## src/rtl/tcs_pkg.sv

```systemverilog
package tcs_pkg;

    localparam int PSC_W      = 10;
    localparam int NUM_TAPS   = 4;
    localparam int SYNC_DEPTH = 2;
    localparam int SEL_W      = 3;

    typedef enum logic [SEL_W-1:0] {
        SRC_OFF      = 3'd0,
        SRC_SYS      = 3'd1,
        SRC_D8       = 3'd2,
        SRC_D64      = 3'd3,
        SRC_D256     = 3'd4,
        SRC_D1024    = 3'd5,
        SRC_PIN_FALL = 3'd6,
        SRC_PIN_RISE = 3'd7
    } clk_src_e;

    typedef struct packed {
        logic rise;
        logic fall;
    } pin_edges_t;

    // log2 of the division ratio for each prescaler tap
    function automatic int tap_width(input int idx);
        case (idx)
            0:       return 3;
            1:       return 6;
            2:       return 8;
            default: return 10;
        endcase
    endfunction

    function automatic logic src_is_div(input clk_src_e s);
        return (s == SRC_D8) || (s == SRC_D64) || (s == SRC_D256) || (s == SRC_D1024);
    endfunction

endpackage

```

## src/rtl/tcs_prescaler.sv

```systemverilog
module tcs_prescaler
    import tcs_pkg::*;
#(
    parameter int W     = PSC_W,
    parameter int NTAPS = NUM_TAPS
) (
    input  logic             clk,
    input  logic             rst,
    input  logic             clr,
    output logic [NTAPS-1:0] tap_hit
);

    logic [W-1:0] count_q;

    always_ff @(posedge clk) begin
        if (rst || clr) begin
            count_q <= '0;
        end else begin
            count_q <= count_q + 1'b1;
        end
    end

    // A tap fires when the low bits for its ratio are all ones.
    // A clear in the same cycle suppresses it so the next pulse is a full period away.
    for (genvar i = 0; i < NTAPS; i++) begin : g_tap
        localparam int TW = tap_width(i);
        assign tap_hit[i] = (&count_q[TW-1:0]) & ~clr;
    end

endmodule

```

## src/rtl/tcs_pin_edge.sv

```systemverilog
module tcs_pin_edge
    import tcs_pkg::*;
#(
    parameter int DEPTH = SYNC_DEPTH
) (
    input  logic       clk,
    input  logic       rst,
    input  logic       pin,
    output pin_edges_t edges
);

    // DEPTH synchroniser flops plus one history flop
    logic [DEPTH:0] shreg_q;

    always_ff @(posedge clk) begin
        if (rst) begin
            shreg_q <= '0;
        end else begin
            shreg_q <= {shreg_q[DEPTH-1:0], pin};
        end
    end

    assign edges.rise =  shreg_q[DEPTH-1] & ~shreg_q[DEPTH];
    assign edges.fall = ~shreg_q[DEPTH-1] &  shreg_q[DEPTH];

endmodule

```

## src/rtl/tcs_src_mux.sv

```systemverilog
module tcs_src_mux
    import tcs_pkg::*;
#(
    parameter int NTAPS = NUM_TAPS
) (
    input  logic             clk,
    input  logic             rst,
    input  clk_src_e         src,
    input  logic [NTAPS-1:0] tap_hit,
    input  pin_edges_t       edges,
    output logic             strobe
);

    logic strobe_d;

    always_comb begin
        case (src)
            SRC_OFF:      strobe_d = 1'b0;
            SRC_SYS:      strobe_d = 1'b1;
            SRC_D8:       strobe_d = tap_hit[0];
            SRC_D64:      strobe_d = tap_hit[1];
            SRC_D256:     strobe_d = tap_hit[2];
            SRC_D1024:    strobe_d = tap_hit[NTAPS-1];
            SRC_PIN_FALL: strobe_d = edges.fall;
            SRC_PIN_RISE: strobe_d = edges.rise;
            default:      strobe_d = 1'b0;
        endcase
    end

    always_ff @(posedge clk) begin
        if (rst) begin
            strobe <= 1'b0;
        end else begin
            strobe <= strobe_d;
        end
    end

endmodule

```

## src/rtl/tmr_clk_sel.sv

```systemverilog
module tmr_clk_sel
    import tcs_pkg::*;
(
    input  logic             clk,
    input  logic             rst,
    input  logic [SEL_W-1:0] sel,
    input  logic             ext_pin,
    input  logic             psc_clr,
    output logic             cnt_en
);

    logic [NUM_TAPS-1:0] tap_hit;
    pin_edges_t          edges;
    clk_src_e            src;

    assign src = clk_src_e'(sel);

    tcs_prescaler #(.W(PSC_W), .NTAPS(NUM_TAPS)) u_psc (
        .clk     (clk),
        .rst     (rst),
        .clr     (psc_clr),
        .tap_hit (tap_hit)
    );

    tcs_pin_edge #(.DEPTH(SYNC_DEPTH)) u_edge (
        .clk   (clk),
        .rst   (rst),
        .pin   (ext_pin),
        .edges (edges)
    );

    tcs_src_mux #(.NTAPS(NUM_TAPS)) u_mux (
        .clk     (clk),
        .rst     (rst),
        .src     (src),
        .tap_hit (tap_hit),
        .edges   (edges),
        .strobe  (cnt_en)
    );

endmodule

```

## config.mk

```make
export PLATFORM = sky130hd
export DESIGN_NAME = tmr_clk_sel
export DESIGN_NICKNAME = d
export VERILOG_FILES = /design/src/rtl/tcs_pkg.sv /design/src/rtl/tcs_prescaler.sv /design/src/rtl/tcs_pin_edge.sv /design/src/rtl/tcs_src_mux.sv /design/src/rtl/tmr_clk_sel.sv
export SDC_FILE = /design/constraint.sdc
export NUM_CORES = 1
export LEC_CHECK = 0
export BUFFER_PORTS_ARGS = -buffer_cell sky130_fd_sc_hd__buf_2
export CELL_PAD_IN_SITES_DETAIL_PLACEMENT = 0
export CELL_PAD_IN_SITES_GLOBAL_PLACEMENT = 2
export CORE_MARGIN = 1
export CORE_UTILIZATION = 33
export CTS_CLUSTER_DIAMETER = 80
export CTS_CLUSTER_SIZE = 8
export DETAILED_ROUTE_END_ITERATION = 8
export PLACE_DENSITY_LB_ADDON = 0.1
export REMOVE_ABC_BUFFERS = 1
export SETUP_SLACK_MARGIN = 0.15
export SYNTH_ARGS = -nofsm -noshare
export SYNTH_HDL_FRONTEND = slang
export SYNTH_SLANG_ARGS = --single-unit
```

## constraint.sdc

```tcl
create_clock -name clk -period 1.7 [get_ports clk]
set_input_delay 0.255 -clock clk [delete_from_list [all_inputs] [get_ports clk]]
set_output_delay 0.255 -clock clk [all_outputs]
set_load 0.02 [all_outputs]
```

# --- After elaboration in Yosys (flattened, before gate mapping) ---
# Cells that the tools add are included.
totals:
  mem_bits_ro: 0
  latch_bits: 0
  ram_bits: 0
  word_cells: 27
  reg_bits: 14
  in_bits: 7
  mem_count: 0
classes:
  n_addsub: 1
  div: 0
  reduce_logical: 6
  bitwise_logic: 9
  muxes: 1
  eq_ne: 7
  n_mul: 0
  n_shift: 0
  n_lt_le_gt_ge: 0
op_table:
  columns: ["op", "n"]
  rows:
  - ["== test 3 bit, second input constant", 4]
  - ["adder 10 x 1 -> 10 bit, second input constant", 1]
  - ["AND reduction 10 bit", 1]
  - ["case mux 1 bit (8 select lines)", 1]
  - ["AND reduction 8 bit", 1]
  - ["AND 1 bit", 6]
  - ["== test 3 x 2 -> 1 bit, second input constant", 2]
  - ["AND reduction 6 bit", 1]
  - ["== test 3 x 1 -> 1 bit, second input constant", 1]
  - ["logical NOT 3 bit", 1]
  - ["NOT 1 bit", 3]
  - ["AND reduction 3 bit", 1]
  - ["logical OR 1 bit", 1]

# --- Longest topological paths before layout ---
logic_depth:
  depth_word: 3
  ltp_mapped: 5
  mapped_depth_nobuf: 5

# --- By module ---
# From an unflattened synthesis, not the netlist that was laid out.
hier_totals:
  hier_cells: 67
  area_unflattened_um2: 631.9
by_module_without_submodules:
  columns: ["mod", "instances", "seq_area_each_um2", "cells_per_inst", "area_per_inst_um2"]
  rows:
  - ["tcs_prescaler", 1, 200.2, 50, 454.2]
  - ["tcs_pin_edge", 1, 60.1, 8, 91.3]
  - ["tcs_src_mux", 1, 20.0, 9, 86.3]

# --- Worst setup path before layout ---
# OpenSTA, ideal clock, no wires.
synth_path:
  path_type: "reg2reg"
  from: "register u_psc.count_q[0]"
  to: "register u_mux.strobe"
  setup_time_ns: 0.079
  slack_ns: 0.250
  arrival_time_ns: 1.370
  period_less_slack_ns: 1.450
  stages_incl_launch_ff: 6
  required_time_ns: 1.621
  cell_sequence: "dfxtp_1 -> ha_1 -> and4_4 -> nand2_2 -> o41a_1 -> a211oi_2"
synth_via:
  elab_chain_len: 3
  elab_cells_between_ends: 9
synth_rtl:
  columns: ["element", "line_no", "source"]
  rows:
  - ["from (decl)", "tcs_prescaler.sv:13", "logic [W-1:0] count_q;"]
  - ["from (signal assigned)", "tcs_prescaler.sv:19", "count_q <= count_q + 1'b1;"]
  - ["AND reduction 10 bit (tied with other cells)", "tcs_prescaler.sv:27", "assign tap_hit[i] = (&count_q[TW-1:0]) & ~clr;"]
  - ["AND 1 bit", "tcs_prescaler.sv:27", null]
  - ["case mux 1 bit (8 select lines) (*)", "tcs_src_mux.sv:17", "case (src)"]
  - ["to (signal assigned)", "tcs_src_mux.sv:34", "strobe <= strobe_d;"]
  - ["to (decl)", "tcs_src_mux.sv:11", "output logic strobe"]
# Every way passes the cells marked *; elsewhere a longest branch is shown, timed or not.
# A chain may end at the register's enable or synchronous reset.

# --- Final worst setup path ---
# Ends and elaborated chain as after synthesis.

==> summary.md <==
| Metric | Value |
|---|---|
| CP arrival | `1.71 ns` |
| Htree depth | `1` |
| Final WL | `1010 um` |
| Hold Vio Cnt, Final | `0` |
| Final setup viols | `0` |
| I/O Pins | `8` |
| Synthesized area | `591 sq um` |
| Final Non-Filler Cells | `95` |
| Status | `completed` |
| CP endpoint kind | `flop` |
| Leak pwr | `0.277 nW` |
| Critical path's slowest cell | `o41a_1` |
| Worst-path cell chain | `ha_2 -> and4_4 -> nand2_2 -> o41a_1 -> a211oi_2` |
| Num CTS Buffers | `3` |
| Root Buffer | `clkbuf_4` |
| Core Area | `1590 sq um` |
| Vias in the first global route | `442` |
| Row Count | `14` |
| Syn_area_per_cell | `9.84 sq um` |
| DRT iter0 DRCs | `1` |
| Max Clk Rate | `0.665 GHz` |
| Layout area overhead | `18.6%` |
| Routed met2 length | `468 um` |
| Max rail drop VDD | `0.433 mV` |
| Clk_lat worst skew | `0.28 ns` |
| Share of layout cells above drive strength 1 | `0.296` |
| Die height | `44.3 um` |
| Met3 wire length | `48 um` |
| Post-route setup TNS | `0 ns` |
| CTS Hold Bufs | `0` |
| Slowest stage delay, CP | `0.37 ns` |
| Startpoint class of the critical path | `flop` |
| Finished Core Util | `0.440` |
| Relative slew slack | `0.797` |
| Fin crit share | `0.884` |
| Crit Path Max Fanout | `4` |
| GP Congestion | `0.686` |
| Die area | `1960 sq um` |
| Max-cap viol count | `0` |
| WL/cell | `10.6 um` |
| Largest net degree at the start of global routing | `11` |
| Grt ovf | `0` |
| Post-detail-place hpwl | `720 um` |
| Fill count | `172` |
| Top sig layer | `met4` |
| Power Dens Cells | `867 nW/um^2` |
| Initial antenna violation count | `0` |
| Deepest clock path buffer count | `2` |
| Worst min-delay path class | `input port to flop` |
| Multi-input logic area | `302 sq um` |
| DRT met1 WL | `482 um` |
| Most common cell after layout, fill and taps aside | `dfxtp_1` |
| Via count | `432` |
| Max Clock Skew | `0.00371 ns` |
| Synth Instances | `60` |
| Crit path buf inv count | `0` |
| Unrepaired setup endpoints after global routing | `no` |
| First drt pass iteration count | `3` |
| Register bit count reported by yosys | `14` |
| WP data required | `1.91 ns` |
| Drt drc | `0` |
| Antenna Cells | `0` |
| Synth Warn # | `0` |
| Clock transition at the registers of the reported paths | `0.08 ns` |
| Slew Limit Fails | `0` |
| Vias per cell | `4.55` |
| Die Wd | `44.3 um` |
| Most frequent cells in the layout | `dfxtp_1, nor2_1, xor2_1, buf_2, nor2b_1` |
| Number of routed nets with antenna violations | `0` |
| Global-route wire length before repair | `1870 um` |
| Distinct cells, synth | `24` |
| Critical path's top delay family | `compound AO/OA/AOI/OAI gates` |
| Cells after DPL | `90` |
| Fin crit period | `1.50 ns` |
| Port Buffer Count | `7` |
| CTS tree | `yes` |
| Initial Utilization | `0.370` |
| Seq/Total Area, Yosys | `0.475` |
| Final net count | `81` |
| WS Path Type | `flop to flop` |
| Num Clock Sinks | `14` |
| GRT Total Usage | `0.136` |
| Register area | `283 sq um` |
| Total power | `607 uW` |
| Tightest Pin Transition | `0.302 ns` |
-- per-layer routing --
layer / GRT usage / vias up
li1: - / 228
met1: 0.167 / 196
met2: 0.197 / 6
met3: 0.0735 / 2
met4: 0.0545 / 0
met5: 0 / -
-- Yosys cell counts --
cell type / count / area share
dfxtp_1: 14 / 0.47
nor2_1: 10 / 0.064
xor2_1: 7 / 0.10
nor2b_1: 4 / 0.042
ha_1: 2 / 0.042
inv_1: 2 / 0.013
nand2_1: 2 / 0.013
nand3_1: 2 / 0.017
nand4_1: 2 / 0.021
a211oi_2: 1 / 0.021
a21boi_0: 1 / 0.013
and3_2: 1 / 0.013
and3b_1: 1 / 0.015
and4_1: 1 / 0.015
and4_4: 1 / 0.019
and4b_2: 1 / 0.019
clkbuf_1: 1 / 0.0063
nand2_2: 1 / 0.011
nor3b_1: 1 / 0.013
nor4_1: 1 / 0.011
nor4bb_1: 1 / 0.017
o21ai_0: 1 / 0.0085
o41a_1: 1 / 0.019
or2_2: 1 / 0.011
-- per-stage QoR --
stage / cell area (sq um) / hold slack (ns) / setup WS [ns]
after CTS: 688 / 0.157 / 0.160
after detailed placement: 652 / 0.436 / 0.177
after global routing: 701 / 0.144 / 0.140
after floorplan: 587 / 0.320 / 0.250
after global placement: 652 / 0.428 / 0.197
final: 701 / 0.162 / 0.197
-- report_power, final --
| part | switching (mW) | internal, mW |
|---|---|---|
| combinational | 0.0171 | 0.0161 |
| sequential | 0.00354 | 0.335 |
| clock | 0.106 | 0.130 |
| total | 0.126 | 0.481 |
-- timing repair --
item | 4_1_cts | 5_1_grt
setup endpoints to repair | 0 | 1
gates resized for setup | 0 | 3
buffers inserted | 0 | 1
-- registers in the layout, summed over array words and instances (netlist names) --
| register | flops |
|---|---|
| u_psc.count_q | 10 |
| u_edge.shreg_q | 3 |
| u_mux.strobe | 1 |
-- kinds of logic after synthesis --
family,after synthesis,synth area share
buffers and inverters,3,0.0191
AO/OA/AOI/OAI,4,0.0614
adder cells (fa/ha/maj),2,0.0424
AND/OR/NAND/NOR,30,0.299
flip-flops,14,0.475
XOR/XNOR,7,0.104
-- cell type report --
class | instances | share of cell area
inverter | 2 | 0.0107
timing repair buffer | 8 | 0.0607
sequential | 14 | 0.404
clock buffer | 4 | 0.0518
tap | 24 | 0.0429
multi-input combinational | 43 | 0.430
-- worst reg2reg max path, stage by stage (launching register included) --
cell      delay [ns]
dfxtp_2         0.36
ha_2            0.20
and4_4          0.24
nand2_2         0.06
o41a_1          0.37
a211oi_2        0.20
-- final timing paths --
kind	cells past startpoint	slack, ns	to	startpoint
worst max-delay path	5	0.20	u_mux.strobe$_SDFF_PP0_	u_psc.count_q[0]$_SDFF_PP0_
worst min-delay path	2	0.16	u_mux.strobe$_SDFF_PP0_	sel[2]
worst max register to register	5	0.20	u_mux.strobe$_SDFF_PP0_	u_psc.count_q[0]$_SDFF_PP0_
worst min register to register	1	0.44	u_psc.count_q[0]$_SDFF_PP0_	u_psc.count_q[0]$_SDFF_PP0_
Note: power is estimated with default switching activity, not from simulation.
